### src/rtl/uart_regbank_pkg.sv
package uart_regbank_pkg;

   // storage slot indices
   localparam int SLOT_IEN   = 0;
   localparam int SLOT_LCTL  = 1;
   localparam int SLOT_MCTL  = 2;
   localparam int SLOT_SCR   = 3;
   localparam int SLOT_DLO   = 4;
   localparam int SLOT_DHI   = 5;
   localparam int SLOT_FCTL  = 6;
   localparam int NUM_SLOTS  = 7;

   // host offsets (fixed by the register map)
   localparam logic [2:0] OFS_DATA  = 3'd0;
   localparam logic [2:0] OFS_IEN   = 3'd1;
   localparam logic [2:0] OFS_IDFC  = 3'd2;
   localparam logic [2:0] OFS_LCTL  = 3'd3;
   localparam logic [2:0] OFS_MCTL  = 3'd4;
   localparam logic [2:0] OFS_LSTAT = 3'd5;
   localparam logic [2:0] OFS_MSTAT = 3'd6;
   localparam logic [2:0] OFS_SCR   = 3'd7;

   // fixed readback values
   localparam logic [7:0] ID_VALUE    = 8'h03;
   localparam logic [7:0] LSTAT_VALUE = 8'h20;
   localparam logic [7:0] MSTAT_VALUE = 8'h10;

endpackage

### src/rtl/regbank_decode.sv
module regbank_decode
   import uart_regbank_pkg::*;
#(
   parameter int ADDR_W = 3,
   parameter int SLOTS  = NUM_SLOTS
) (
   input  logic [ADDR_W-1:0] addr,
   input  logic              rd,
   input  logic              wr,
   input  logic              dlab,
   output logic [SLOTS-1:0]  slot_we,
   output logic              tx_fire,
   output logic              rd_ok,
   output logic              reject
);

   if (ADDR_W != 3) begin : g_bad_addr
      $error("regbank_decode: ADDR_W must be 3");
   end
   if (SLOTS != NUM_SLOTS) begin : g_bad_slots
      $error("regbank_decode: SLOTS must match the package slot count");
   end

   logic wr_hit;

   always_comb begin
      slot_we = '0;
      tx_fire = 1'b0;
      if (wr) begin
         if (dlab) begin
            case (addr)
               OFS_DATA: slot_we[SLOT_DLO]  = 1'b1;
               OFS_IEN:  slot_we[SLOT_DHI]  = 1'b1;
               OFS_IDFC: slot_we[SLOT_FCTL] = 1'b1;
               OFS_LCTL: slot_we[SLOT_LCTL] = 1'b1;
               default:  slot_we = '0;
            endcase
         end else begin
            case (addr)
               OFS_DATA: tx_fire            = 1'b1;
               OFS_IEN:  slot_we[SLOT_IEN]  = 1'b1;
               OFS_IDFC: slot_we[SLOT_FCTL] = 1'b1;
               OFS_LCTL: slot_we[SLOT_LCTL] = 1'b1;
               OFS_MCTL: slot_we[SLOT_MCTL] = 1'b1;
               OFS_SCR:  slot_we[SLOT_SCR]  = 1'b1;
               default:  slot_we = '0;
            endcase
         end
      end
      wr_hit = wr && ((|slot_we) || tx_fire);
      rd_ok  = rd && !dlab;
      reject = (wr && !wr_hit) || (rd && dlab);
   end

endmodule

### src/rtl/regbank_store.sv
module regbank_store #(
   parameter int          DATA_W  = 8,
   parameter int          SLOTS   = 7,
   parameter logic [7:0]  RST_VAL = 8'h00
) (
   input  logic                          clk,
   input  logic                          rst,
   input  logic [SLOTS-1:0]              slot_we,
   input  logic [DATA_W-1:0]             wdata,
   output logic [SLOTS-1:0][DATA_W-1:0]  slot_q
);

   if (SLOTS < 1) begin : g_bad_slots
      $error("regbank_store: SLOTS must be positive");
   end

   for (genvar g = 0; g < SLOTS; g++) begin : g_slot
      always_ff @(posedge clk) begin
         if (rst)
            slot_q[g] <= DATA_W'(RST_VAL);
         else if (slot_we[g])
            slot_q[g] <= wdata;
      end
   end

endmodule

### src/rtl/regbank_readmux.sv
module regbank_readmux
   import uart_regbank_pkg::*;
#(
   parameter int DATA_W = 8,
   parameter int ADDR_W = 3
) (
   input  logic              rd_ok,
   input  logic [ADDR_W-1:0] addr,
   input  logic [DATA_W-1:0] ien_q,
   input  logic [DATA_W-1:0] lctl_q,
   input  logic [DATA_W-1:0] mctl_q,
   input  logic [DATA_W-1:0] scr_q,
   output logic [DATA_W-1:0] rdata
);

   localparam logic [DATA_W-1:0] ID_W    = DATA_W'(ID_VALUE);
   localparam logic [DATA_W-1:0] LSTAT_W = DATA_W'(LSTAT_VALUE);
   localparam logic [DATA_W-1:0] MSTAT_W = DATA_W'(MSTAT_VALUE);

   always_comb begin
      rdata = '0;
      if (rd_ok) begin
         case (addr)
            OFS_DATA:  rdata = '0;
            OFS_IEN:   rdata = ien_q;
            OFS_IDFC:  rdata = ID_W;
            OFS_LCTL:  rdata = lctl_q;
            OFS_MCTL:  rdata = mctl_q;
            OFS_LSTAT: rdata = LSTAT_W;
            OFS_MSTAT: rdata = MSTAT_W;
            OFS_SCR:   rdata = scr_q;
            default:   rdata = '0;
         endcase
      end
   end

endmodule

### src/rtl/uart_regbank.sv
module uart_regbank
   import uart_regbank_pkg::*;
#(
   parameter int          DATA_W   = 8,
   parameter int          ADDR_W   = 3,
   parameter int          DLAB_BIT = 7,
   parameter logic [7:0]  RST_VAL  = 8'h00
) (
   input  logic                clk,
   input  logic                rst,
   input  logic [ADDR_W-1:0]   bus_addr,
   input  logic                bus_rd,
   input  logic                bus_wr,
   input  logic [DATA_W-1:0]   bus_wdata,
   output logic [DATA_W-1:0]   bus_rdata,
   output logic                bus_err,
   output logic                txo_valid,
   output logic [DATA_W-1:0]   txo_byte,
   output logic [2*DATA_W-1:0] baud_div,
   output logic [DATA_W-1:0]   fifo_cfg
);

   localparam int DIV_W = 2 * DATA_W;

   if (DATA_W < 8) begin : g_bad_data
      $error("uart_regbank: DATA_W must be at least 8");
   end
   if (DLAB_BIT >= DATA_W) begin : g_bad_dlab
      $error("uart_regbank: DLAB_BIT must lie inside the data byte");
   end
   if (RST_VAL[DLAB_BIT % 8] != 1'b0) begin : g_bad_rst
      $error("uart_regbank: reset value must leave the bank bit clear");
   end

   logic [NUM_SLOTS-1:0]             slot_we;
   logic [NUM_SLOTS-1:0][DATA_W-1:0] slot_q;
   logic                             tx_fire;
   logic                             rd_ok;
   logic                             reject;
   logic                             dlab;

   assign dlab = slot_q[SLOT_LCTL][DLAB_BIT];

   regbank_decode #(
      .ADDR_W (ADDR_W),
      .SLOTS  (NUM_SLOTS)
   ) u_decode (
      .addr    (bus_addr),
      .rd      (bus_rd),
      .wr      (bus_wr),
      .dlab    (dlab),
      .slot_we (slot_we),
      .tx_fire (tx_fire),
      .rd_ok   (rd_ok),
      .reject  (reject)
   );

   regbank_store #(
      .DATA_W  (DATA_W),
      .SLOTS   (NUM_SLOTS),
      .RST_VAL (RST_VAL)
   ) u_store (
      .clk     (clk),
      .rst     (rst),
      .slot_we (slot_we),
      .wdata   (bus_wdata),
      .slot_q  (slot_q)
   );

   regbank_readmux #(
      .DATA_W (DATA_W),
      .ADDR_W (ADDR_W)
   ) u_readmux (
      .rd_ok  (rd_ok),
      .addr   (bus_addr),
      .ien_q  (slot_q[SLOT_IEN]),
      .lctl_q (slot_q[SLOT_LCTL]),
      .mctl_q (slot_q[SLOT_MCTL]),
      .scr_q  (slot_q[SLOT_SCR]),
      .rdata  (bus_rdata)
   );

   assign bus_err   = reject;
   assign txo_valid = tx_fire;
   assign txo_byte  = tx_fire ? bus_wdata : '0;
   assign baud_div  = DIV_W'({slot_q[SLOT_DHI], slot_q[SLOT_DLO]});
   assign fifo_cfg  = slot_q[SLOT_FCTL];

   // host contract: one strobe per cycle
   p_single_strobe_r11: assert property (@(posedge clk) disable iff (rst)
      !(bus_rd && bus_wr));

   p_err_needs_strobe_r11: assert property (@(posedge clk) disable iff (rst)
      bus_err |-> (bus_rd || bus_wr));

   p_tx_not_rejected_r3: assert property (@(posedge clk) disable iff (rst)
      txo_valid |-> (bus_wr && !bus_err));

   p_tx_keeps_regs_r3: assert property (@(posedge clk) disable iff (rst)
      txo_valid |=> $stable(slot_q));

   p_reject_keeps_regs_r8: assert property (@(posedge clk) disable iff (rst)
      bus_err |=> $stable(slot_q));

   p_bank_read_fails_r9: assert property (@(posedge clk) disable iff (rst)
      (bus_rd && dlab) |-> (bus_err && bus_rdata == '0));

   p_line_status_r4: assert property (@(posedge clk) disable iff (rst)
      (bus_rd && !dlab && bus_addr == OFS_LSTAT) |-> bus_rdata == DATA_W'(LSTAT_VALUE));

   p_bank_no_tx_r5: assert property (@(posedge clk) disable iff (rst)
      dlab |-> !txo_valid);

endmodule

### config.mk
export PLATFORM = sky130hd
export DESIGN_NAME = uart_regbank
export DESIGN_NICKNAME = d
export VERILOG_FILES = /design/src/rtl/uart_regbank_pkg.sv /design/src/rtl/regbank_decode.sv /design/src/rtl/regbank_store.sv /design/src/rtl/regbank_readmux.sv /design/src/rtl/uart_regbank.sv
export SDC_FILE = /design/constraint.sdc
export NUM_CORES = 1
export LEC_CHECK = 0
export ABC_AREA = 1
export BUFFER_PORTS_ARGS = -buffer_cell sky130_fd_sc_hd__buf_2
export CORE_ASPECT_RATIO = 0.9
export CORE_UTILIZATION = 59
export DETAILED_ROUTE_END_ITERATION = 10
export PLACE_DENSITY = 0.85
export SLEW_MARGIN = 15
export SYNTH_ARGS = -nofsm -noshare
export SYNTH_HDL_FRONTEND = slang
export SYNTH_SLANG_ARGS = --single-unit
export TNS_END_PERCENT = 1
### constraint.sdc
create_clock -name clk -period 3.3 [get_ports clk]
set_input_delay 0.66 -clock clk [delete_from_list [all_inputs] [get_ports clk]]
set_output_delay 0.66 -clock clk [all_outputs]
set_load 0.02 [all_outputs]
==> reports/qor.csv <==
metric,value,unit
yosys.area.top_type,dfxtp_1,
firstDrtPassIters,6,
drive_gt1_share,16.9,%
largest_reg_flops,56,
critPathKind,input port to output port,
dpl.hpwl,4.75,mm
path_buf_inv,2,
routabilityCongestion,0.898,
slowest_delay,0.44,ns
ctsLongestPathBuffers,2,
postCtsHoldBufs,0,
mostFrequentLayoutCells,"nand2_1, nor2_1, buf_2, dfxtp_1, inv_1",
post_cts_buffers,0,
r2r-start,u_store.slot_q[15],
initial_core_util,62.4,%
power.internal,0.954,mW
final.setup_skew,0.00788,ns
die_height,67.8,um
reg2reg_to,u_store.slot_q[1],
grt_pass1_vias,2171,
reg2reg_slack,1.76,ns
clock-sinks,56,
grt_use_total,28.0,%
overflow,0,
core,4550,um2
wire_per_inst,12.6,um
synth-seq-area-share,39.5,%
finalSetupViolations,0,
rsz0062_at_grt,false,
antenna_found_initial,0,
clkLatencyLatePin,0.32,ns
fmax,365,MHz
path_cells,"buf_2, nand2_1, nor2_2, nand2_1, nand2_1, nor2_1, nor2_1, buf_2",
synth_area_leaders,"dfxtp_1, nand2_1, nor2_1",
synth_area,2840,um2
num_io_pins,57,
synthCells,439,
top_register,u_store.slot_q,
top_regs,u_store.slot_q: 56 flops,
cts_resized,0,
leakagePower,1.49,nW
drt_iter0_drc,319,
design_area,3030,um2
ff2ff_path_depth,6,
worstSetupPathDepth,8,
crit_required,2.64,ns
die_area,5090,um2
synthDistinctLibCells,19,
drc,0,
synth_area_per_cell,6.46,um2
io_buffer_count,56,
syn_nets,454,
p_comb_share,10.9,%
place_ws,0.584,ns
critPathLaunch,bus_addr[1],
final_common_cell,nand2_1,
place_area,2920,um2
setup-tns-final,0,ns
worstPathMaxFanout,21,
hp-class,flop to flop,
die_width,75.1,um
cp_common_cell,nand2_1,
crit_arrival,2.08,ns
maxSlewHeadroom,59.0,%
post-route-period-util,83.1,%
synth-seq-cells,56,
cts_made_buffers,5,
syn2layout_area_growth,6.88,%
antenna_left,0,
outcome,finished clean,
p_per_area,423,nW/um2
via_per_inst,5.15,
grt_pass1_wl,10.5,mm
grt_max_degree,25,
cts_tree,done,
fin_ws,0.557,ns
ir_worst_vdd,261,uV
synth.top_cell.area_share,39.5,%
whs,0.463,ns
slew_violations,0,
cts-root-buf,clkbuf_8,
p_sw,0.330,mW
clk_pin_slew_worst_paths,0.10,ns
cp_top_family,simple AND/OR/NAND/NOR gates,
final_hold_viol_count,0,
max_cap_viol_count,0,
pwr-share-clk,34.7,%
worst_pin_slew,0.614,ns
end_kind,output port,
slowest_stage,nor2_2,
yosysWarnings,0,
p_sw_share,25.7,%
finalNetCount,475,
seqPwrFrac,54.4,%
drt-total-wl,6.61,mm
row_count,23,
htreeDepth,2,
vias,2696,
final.min_clock_period,2.74,ns
n_antenna_cell,0,
worst_setup_path_start_kind,input port,
crit_end,bus_rdata[6],
worst min path at each step:
stage,cells past startpoint,to,startpoint,slack [ns]
6_report,2,u_store.slot_q[49],u_store.slot_q[49],0.46
5_1_grt,2,u_store.slot_q[49],u_store.slot_q[49],0.48
4_1_cts,2,u_store.slot_q[49],u_store.slot_q[49],0.47
3_5_place_dp,2,u_store.slot_q[49],u_store.slot_q[49],0.45
3_3_place_gp,2,u_store.slot_q[48],u_store.slot_q[48],0.45
2_1_floorplan,2,u_store.slot_q[8],u_store.slot_q[8],0.44
metal layers:
metal  track usage, %  part of all wire, %  vias to the layer above
li1                 -                    -                     1380
met1             39.6                   46                     1183
met2             42.9                   44                      119
met3             5.22                  8.8                       14
met4             8.96                  1.8                        0
met5                0                    0                        -
cell type report:
cell class / instances / area (um2)
Clock buffer: 6 / 72.6
Sequential cell: 56 / 1120
Tap cell: 62 / 77.6
Fill cell: 431 / 1520
Clock inverter: 2 / 35.0
Timing Repair Buffer: 58 / 295
Multi-Input combinational cell: 302 / 1290
Inverter: 37 / 139
power groups by stage:
stage | clock, mW | sequential [mW] | combinational, mW
finish | 0.445 | 0.699 | 0.140
floorplan | 0 | 0.711 | 0.102
detailed placement | 0 | 0.714 | 0.137
global placement | 0 | 0.714 | 0.134
CTS | 0.448 | 0.698 | 0.138
global route | 0.477 | 0.700 | 0.155
logic make-up after synthesis:
family	synth area share [%]
AO/OA/AOI/OAI	4.59
buffers and inverters	15.0
flip-flops	39.5
AND/OR/NAND/NOR	40.9
worst min-delay path, delay by kind of cell, from the launching register on:
family | cells | cell delay (ns)
DFF | 1 | 0.32
and+or+nand+nor | 1 | 0.06
AOI/OAI and AO/OA | 1 | 0.05
per-stage QoR:
step           total power, mW  utilization, %  std cells
4_1_cts                   1.28            66.7        523
6_report                  1.28            66.7        523
3_5_place_dp             0.851            64.3        515
5_1_grt                   1.33            66.7        523
2_1_floorplan            0.813               -        439
3_3_place_gp             0.848            64.3        515
synth_stat cells:
master	number
buf_6	1
buf_4	27
nor2_2	5
inv_2	2
a21oi_1	16
clkbuf_1	5
nand2_1	120
nand4_1	22
nand3_2	2
nand2_2	2
nor2_1	103
buf_2	9
buf_1	2
nor2_4	2
inv_1	35
nand3_1	20
dfxtp_1	56
o21ai_0	5
o21ai_1	5
No activity file was read; power rests on OpenSTA's default activity.
